`config.mk`:
```
export PLATFORM = sky130hd
export DESIGN_NAME = pinChangeNotifier
export DESIGN_NICKNAME = d
export VERILOG_FILES = /design/src/rtl/pinChangePkg.sv /design/src/rtl/pinChangeCtrl.sv /design/src/rtl/pinChangeDatapath.sv /design/src/rtl/pinChangeNotifier.sv
export SDC_FILE = /design/constraint.sdc
export NUM_CORES = 1
export LEC_CHECK = 0
export ABC_AREA = 1
export BUFFER_PORTS_ARGS = -buffer_cell sky130_fd_sc_hd__buf_2
export CORE_ASPECT_RATIO = 1.1
export CORE_MARGIN = 3
export CORE_UTILIZATION = 35
export CTS_CLUSTER_SIZE = 25
export DETAILED_ROUTE_END_ITERATION = 7
export GPL_TIMING_DRIVEN = 0
export PLACE_DENSITY_LB_ADDON = 0.1
export REMOVE_ABC_BUFFERS = 1
export SYNTH_ARGS = -nofsm -noshare
export SYNTH_HDL_FRONTEND = slang
export SYNTH_SLANG_ARGS = --single-unit
export TNS_END_PERCENT = 5
```
`constraint.sdc`:
```
create_clock -name clk -period 1.1 [get_ports clk]
set_input_delay 0.165 -clock clk [delete_from_list [all_inputs] [get_ports clk]]
set_output_delay 0.165 -clock clk [all_outputs]
set_load 0.01 [all_outputs]
```
`src/rtl/pinChangePkg.sv`:
```
package pinChangePkg;

  typedef enum logic [1:0] {
    SEL_EN_LO = 2'd0,
    SEL_EN_HI = 2'd1,
    SEL_PU_LO = 2'd2,
    SEL_PU_HI = 2'd3
  } regSel_e;

  typedef struct packed {
    logic wrEnLo;
    logic wrEnHi;
    logic wrPuLo;
    logic wrPuHi;
    logic refLoad;
  } strobes_t;

endpackage

```
`src/rtl/pinChangeCtrl.sv`:
```
module pinChangeCtrl
  import pinChangePkg::*;
(
  input  logic       clk,
  input  logic       rstN,
  input  logic       wrEn,
  input  logic [1:0] wrSel,
  input  logic       flagClr,
  input  logic       mismatchAny,
  output strobes_t   strobes,
  output logic       irqFlag
);

  regSel_e selDec;

  always_comb begin
    selDec          = regSel_e'(wrSel);
    strobes         = '0;
    strobes.wrEnLo  = wrEn && (selDec == SEL_EN_LO);
    strobes.wrEnHi  = wrEn && (selDec == SEL_EN_HI);
    strobes.wrPuLo  = wrEn && (selDec == SEL_PU_LO);
    strobes.wrPuHi  = wrEn && (selDec == SEL_PU_HI);
    strobes.refLoad = flagClr;
  end

  // Clear has priority over a mismatch seen at the same edge.
  always_ff @(posedge clk or negedge rstN) begin
    if (!rstN)        irqFlag <= 1'b0;
    else if (flagClr) irqFlag <= 1'b0;
    else if (mismatchAny) irqFlag <= 1'b1;
  end

  AST_CLR_WINS: assert property (@(posedge clk) disable iff (!rstN)
    flagClr |=> !irqFlag);
  AST_FLAG_STICKY: assert property (@(posedge clk) disable iff (!rstN)
    (irqFlag && !flagClr) |=> irqFlag);
  AST_SET_CAUSE: assert property (@(posedge clk) disable iff (!rstN)
    $rose(irqFlag) |-> $past(mismatchAny));
  AST_NO_SPURIOUS: assert property (@(posedge clk) disable iff (!rstN)
    (!irqFlag && !mismatchAny) |=> !irqFlag);

endmodule

```
`src/rtl/pinChangeDatapath.sv`:
```
module pinChangeDatapath
  import pinChangePkg::*;
#(
  parameter int NUM_PINS    = 31,
  parameter int WORD_W      = 16,
  parameter int SYNC_STAGES = 2
) (
  input  logic                clk,
  input  logic                rstN,
  input  logic [NUM_PINS-1:0] pinIn,
  input  logic [NUM_PINS-1:0] pinDir,
  input  logic [WORD_W-1:0]   wrData,
  input  strobes_t            strobes,
  output logic [NUM_PINS-1:0] pullEn,
  output logic                mismatchAny,
  output logic                wakeReq
);

  localparam int HI_W = NUM_PINS - WORD_W;

  logic [SYNC_STAGES-1:0][NUM_PINS-1:0] syncChain;
  logic [NUM_PINS-1:0] syncedPins;
  logic [NUM_PINS-1:0] enMask;
  logic [NUM_PINS-1:0] puMask;
  logic [NUM_PINS-1:0] refState;

  always_ff @(posedge clk or negedge rstN) begin
    if (!rstN) syncChain <= '0;
    else       syncChain <= {syncChain[SYNC_STAGES-2:0], pinIn};
  end

  assign syncedPins = syncChain[SYNC_STAGES-1];

  always_ff @(posedge clk or negedge rstN) begin
    if (!rstN) begin
      enMask <= '0;
      puMask <= '0;
    end else begin
      if (strobes.wrEnLo) enMask[WORD_W-1:0]        <= wrData;
      if (strobes.wrEnHi) enMask[NUM_PINS-1:WORD_W] <= wrData[HI_W-1:0];
      if (strobes.wrPuLo) puMask[WORD_W-1:0]        <= wrData;
      if (strobes.wrPuHi) puMask[NUM_PINS-1:WORD_W] <= wrData[HI_W-1:0];
    end
  end

  always_ff @(posedge clk or negedge rstN) begin
    if (!rstN)                refState <= '0;
    else if (strobes.refLoad) refState <= syncedPins;
  end

  assign mismatchAny = |(enMask & (syncedPins ^ refState));
  // Clockless path: raw pins against the reference, usable as a wake-up.
  assign wakeReq     = |(enMask & (pinIn ^ refState));
  assign pullEn      = puMask & ~pinDir;

  AST_REF_LOAD: assert property (@(posedge clk) disable iff (!rstN)
    strobes.refLoad |=> (refState == $past(syncedPins)));
  AST_WRITE_LO: assert property (@(posedge clk) disable iff (!rstN)
    strobes.wrEnLo |=> (enMask[WORD_W-1:0] == $past(wrData)));
  AST_PU_HOLD: assert property (@(posedge clk) disable iff (!rstN)
    (!strobes.wrPuLo && !strobes.wrPuHi) |=> $stable(puMask));

endmodule

```
`src/rtl/pinChangeNotifier.sv`:
```
module pinChangeNotifier
  import pinChangePkg::*;
#(
  parameter int NUM_PINS    = 31,
  parameter int WORD_W      = 16,
  parameter int SYNC_STAGES = 2
) (
  input  logic                clk,
  input  logic                rstN,
  input  logic [NUM_PINS-1:0] pinIn,
  input  logic [NUM_PINS-1:0] pinDir,
  input  logic                wrEn,
  input  logic [1:0]          wrSel,
  input  logic [WORD_W-1:0]   wrData,
  input  logic                flagClr,
  output logic [NUM_PINS-1:0] pullEn,
  output logic                irqFlag,
  output logic                wakeReq
);

  strobes_t strobes;
  logic     mismatchAny;

  pinChangeCtrl u_ctrl (
    .clk         (clk),
    .rstN        (rstN),
    .wrEn        (wrEn),
    .wrSel       (wrSel),
    .flagClr     (flagClr),
    .mismatchAny (mismatchAny),
    .strobes     (strobes),
    .irqFlag     (irqFlag)
  );

  pinChangeDatapath #(
    .NUM_PINS    (NUM_PINS),
    .WORD_W      (WORD_W),
    .SYNC_STAGES (SYNC_STAGES)
  ) u_dp (
    .clk         (clk),
    .rstN        (rstN),
    .pinIn       (pinIn),
    .pinDir      (pinDir),
    .wrData      (wrData),
    .strobes     (strobes),
    .pullEn      (pullEn),
    .mismatchAny (mismatchAny),
    .wakeReq     (wakeReq)
  );

endmodule

```
After elaboration in Yosys (flattened, before gate mapping)
Cells that the tools add are included.
{"block": "op_classes", "eq_ne": 3, "n_reduce_logical": 8, "n_bitwise": 6, "n_mux": 2}
{"op": "$and 31x31->31", "n": 3}
{"op": "$reduce_or 31->1", "n": 2}
{"op": "$xor 31x31->31", "n": 2}
{"op": "$not 31->31", "n": 1}
{"op": "$eq 2x2->1 const B", "n": 2}
{"op": "$logic_and 1x1->1", "n": 4}
{"op": "$eq 2x1->1 const B", "n": 1}
{"op": "$logic_not 2->1", "n": 1}
{"op": "$mux 1", "n": 2}
{"op": "$reduce_bool 2->1", "n": 1}
{"block": "word_totals", "regBits": 156, "inputBits": 84, "output_inout_bits": 33}

Longest topological paths before layout
{"block": "depth", "ltp_word": 5, "ltp_mapped": 8, "mapped_depth_nobuf": 8}

By module
From an unflattened synthesis, not the netlist that was laid out.
{"block": "unflattened", "cells_unflattened": 734, "area_unflattened_um2": 6625.1}
{"mod": "pinChangeDatapath", "seq_area_each_um2": 3878.7, "cells_each": 722, "area_each_um2": 6555.0, "instances": 1}
{"mod": "pinChangeCtrl", "seq_area_each_um2": 25.0, "cells_each": 12, "area_each_um2": 70.1, "instances": 1}

Worst setup path before layout
OpenSTA, ideal clock, no wires.
{"block": "synth_timing", "path_kind": "flip-flop to output port", "start": "register u_dp.refState[30]", "end": "output wakeReq", "path_slack_ns": -0.086, "stages_incl_launch_ff": 8, "arrival_ns": 1.021, "path_buffers": 0, "path_cell_list": "dfrtp_1 -> or2_1 -> nand3_1 -> nand2_1 -> nor3_2 -> nand2_1 -> nor2_1 -> nand2_1"}
{"block": "synth_via", "elab_chain_len": 3}
{"element": "from (decl)", "line_no": "pinChangeDatapath.sv:25", "text": "logic [NUM_PINS-1:0] refState;"}
{"element": "from (signal assigned)", "line_no": "pinChangeDatapath.sv:48", "text": "else if (strobes.refLoad) refState <= syncedPins;"}
{"element": "$xor 31x31->31", "line_no": "pinChangeDatapath.sv:53", "text": "assign wakeReq = |(enMask & (pinIn ^ refState));"}
{"element": "$and 31x31->31", "line_no": "pinChangeDatapath.sv:53"}
{"element": "$reduce_or 31->1", "line_no": "pinChangeDatapath.sv:53"}
{"element": "to (decl)", "line_no": "pinChangeNotifier.sv:18", "text": "output logic wakeReq"}
No other way between the ends.

Worst setup path in the final report
{"block": "layout_timing", "start": "register u_dp.refState[25]", "end": "output wakeReq"}
Same word-level chain as after synthesis.

==> summary.md <==
## Detailed routing
• **starting DRC count in detailed routing** 297
• **post-detailed-route count of antenna-violating nets** 0
• **DRC violations left** 0
• **WL/cell** 13.3 µm
• **number of vias per cell after detailed routing** 4.48
• **detailed-routing iteration count for the pre-antenna-repair pass** 4
• **number of vias in the routed layout** 5,204
• **total detailed-routing wirelength** 15,500 µm

## Clock tree
• **number of levels in the clock H-tree** 4
• **hold_buf cts** 32
• **Sinks on Clock Net** 156
• **clock tree from TritonCTS** yes
• **number of buffers inserted during clock tree synthesis** 17
• **clock-pin slew on the worst setup and hold paths** 0.06 ns
• **root cell of the clock tree** sky130_fd_sc_hd__clkbuf_16
• **clock latency of the later-clocked register in the worst-skew pair** 0.42 ns
• **number of buffers on the longest clock path** 2

## Logic synthesis
• **sequential area share after synthesis** 60.7%
• **yosys warns** 0
• **instance count of the mapped netlist** 757
• **flop and latch count out of synthesis** 156
• **share of flip-flops with an asynchronous set or reset** 100%
• **mean area per synthesized cell** 8.50 µm²
• **number of unique standard cell types used by synthesis** 19
• **flip-flop cell with the highest count after synthesis** sky130_fd_sc_hd__dfrtp_1
• **area of the mapped netlist** 0.00643 mm²
• **number of enable flip-flop cells after synthesis** 0

## Worst setup path
• **endpoint of the worst register-to-register path** u_ctrl.irqFlag
• **cell with the largest stage delay on the worst path** sky130_fd_sc_hd__dfrtp_1
• **Critical Path End Type** output port
• **setup slack of the worst register-to-register path** -0.22 ns
• **startpoint types** flip-flop
• **CP Max Fanout** 2
• **r2r worst-path depth** 8
• **R2R Path Start** u_dp.refState[30]
• **cell-by-cell listing of the critical path** or2_1 > nand3_1 > nand2_1 > nor2_1 > nand2_1 > nor2_2 > nand2_1 > buf_2
• **cell with the most instances on the worst path** sky130_fd_sc_hd__nand2_1
• **Arrival @ worst endpoint** 1.70 ns
• **data required time of the worst path** 0.94 ns
• **Crit Path Category** reg -> out
• **longest individual stage delay on the worst path** 0.37 ns

## Power and ir drop
• **peak supply drop** 1.12 mV
• **Pint** 0.0109 W
• **switching power** 0.00377 W
• **Reg power frac** 45.7%
• **leakage power summed over all cells** 4.38 nW
• **portion of total power attributed to combinational logic** 13.5%
• **clock network fraction of total power** 40.7%
• **switching portion of total power** 25.6%
• **final total power** 0.0147 W
• **total power divided by cell area** 1770 mW/mm²

## Finish
• **share of the core filled with cells** 46.4%
• **Area growth, synth to finish** 29.0%
• **most frequent standard cell in the layout excluding fill and tap cells** sky130_fd_sc_hd__nand2_1
• **share of cells above drive strength 1** 19.2%
• **final-layout fill cell count** 1,730
• **Final nets** 996
• **most frequent cells in the layout** sky130_fd_sc_hd__nand2_1 (228), sky130_fd_sc_hd__dfrtp_1 (156), sky130_fd_sc_hd__inv_1 (114), sky130_fd_sc_hd__buf_2 (114), sky130_fd_sc_hd__o21ai_1 (66)

## Floorplanning
• **num rows** 51
• **area of the die** 0.0200 mm²
• **core area** 0.0179 mm²
• **width of the die** 135 µm
• **initial standard-cell utilization of the core** 36.0%
• **Boundary Pins** 117
• **die height** 148 µm

## STA
• **Max transition margin** 49.5%
• **Setup-failing EPs final** 34
• **share of the cycle needed by the critical path after routing** 169%
• **unrepaired setup endpoints after global routing** yes
• **Max Transition Viols Final** 0
• **post-route worst setup slack** -0.762 ns
• **minimum clock period** 1.86 ns
• **worst slack on hold paths** -0.287 ns
• **clock skew after layout** 0.00776 ns
• **final hold viol count** 60
• **Max Clk Rate** 0.537 GHz
• **slew of the pin with the lowest slew margin** 0.754 ns

## Run status
• **status** finished with violations
• **violations in the final reports** negative hold slack, negative setup slack

## Placed design
• **last weighted congestion value of the routability-driven placer** 0.751
• **worst setup timing slack at the placement stage** -0.788 ns
• **number of port buffers** 116
• **dpl hpwl** 10,500 µm

## Flow run
• **max cap viols** 0

## GRT
• **number of global-route vias before repair** 5,293
• **remaining global-route overflow** 0
• **global-route wire length before repair** 25,700 µm
• **maximum number of pins on one net before global-route repair** 97
• **initial antenna violation count** 1
• **all-layer global routing usage** 16.4%

## Min path
• **Hold/Removal Path Class** in -> async

-- worst max-delay path, delay by kind of cell, from the launching register on --
family | cells | cell delay [ns]
buf+inv | 1 | 0.15
flops | 1 | 0.37
simple gates | 7 | 0.75
-- repair_timing --
action | 4_1_cts | 5_1_grt
endpoints found under the setup margin | 81 | 65
pin swaps | 13 | 2
endpoints found under the hold margin | 93 | 60
gates resized for setup | 11 | 8
buffers inserted | 5 | 0
-- power groups by stage --
stage | Clock, W | Combinational, W | Sequential, W
6_report | 0.00599 | 0.00199 | 0.00672
5_1_grt | 0.00643 | 0.00233 | 0.00680
4_1_cts | 0.00617 | 0.00203 | 0.00672
3_5_place_dp | 0 | 0.00188 | 0.00682
3_3_place_gp | 0 | 0.00180 | 0.00679
2_1_floorplan | 0 | 0.00112 | 0.00672
-- sequential cells by signal (all words and copies together) (netlist names) --
signal,flops
u_ctrl.irqFlag,1
u_dp.enMask,31
u_dp.refState,31
u_dp.syncChain,31
u_dp.syncedPins,31
u_dp.puMask,31
-- worst max path at each step --
stage	start	endpoint	slack [ns]	cells past startpoint
6_report	u_dp.refState[25]	wakeReq	-0.76	8
5_1_grt	u_dp.refState[8]	wakeReq	-0.93	8
4_1_cts	u_dp.refState[29]	wakeReq	-0.83	8
3_5_place_dp	wrSel[1]	u_dp.enMask[19]	-0.79	4
3_3_place_gp	rstN	u_dp.puMask[17]	-2.48	1
2_1_floorplan	u_dp.refState[30]	wakeReq	-0.09	7
-- cell type report --
cell class                 count  area, µm²  share of cell area [%]
tap                          238        298                    3.59
sequential                   156       3900                    47.0
clock buffer                  23        488                    5.88
antenna                        1       2.50                  0.0302
clock inverter                 7        113                    1.36
multi-input combinational    460       2030                    24.5
timing repair buffer         155       1000                    12.1
inverter                     122        458                    5.52
-- cell usage after synthesis (2+ instances only) --
cell | instances | share of area (%)
sky130_fd_sc_hd__clkbuf_1 | 6 | 0.35
sky130_fd_sc_hd__inv_2 | 5 | 0.29
sky130_fd_sc_hd__inv_1 | 117 | 6.8
sky130_fd_sc_hd__o22ai_1 | 2 | 0.19
sky130_fd_sc_hd__nand3_1 | 48 | 3.7
sky130_fd_sc_hd__o21ai_1 | 66 | 5.1
sky130_fd_sc_hd__a21oi_1 | 3 | 0.23
sky130_fd_sc_hd__or2_1 | 7 | 0.68
sky130_fd_sc_hd__o21ai_0 | 33 | 2.6
sky130_fd_sc_hd__dfrtp_1 | 156 | 61
sky130_fd_sc_hd__xor2_1 | 4 | 0.54
sky130_fd_sc_hd__nor2_1 | 60 | 3.5
sky130_fd_sc_hd__buf_2 | 13 | 1.0
sky130_fd_sc_hd__nand2_1 | 232 | 14
-- metal layers --
layer  global-route usage, %  vias to the layer above  wire (µm)
li1                        -                     2629          -
met1                    21.6                     2450       7070
met2                    26.6                      103       7550
met3                    3.86                       22        587
met4                    5.65                        0        261
met5                       0                        -          0
-- through the flow --
| stage | instance area [µm²] | cells | setup TNS [ns] |
|---|---|---|---|
| global route | 8300 | 1162 | -5.92 |
| finish | 8300 | 1162 | -3.27 |
| floorplan | 6340 | 738 | -0.310 |
| detailed placement | 7280 | 1094 | -47.68 |
| global placement | 7220 | 1092 | -437.78 |
| CTS | 8280 | 1161 | -4.25 |
-- logic make-up after synthesis --
| kind of cell | after synthesis | synth area share, % |
|---|---|---|
| xor gates and xnor gates | 4 | 0.545 |
| AOI/OAI and AO/OA | 104 | 8.13 |
| buffers and inverters | 141 | 8.48 |
| and+or+nand+nor | 352 | 22.2 |
| DFF | 156 | 60.7 |
(Power assumes the default switching activity.)
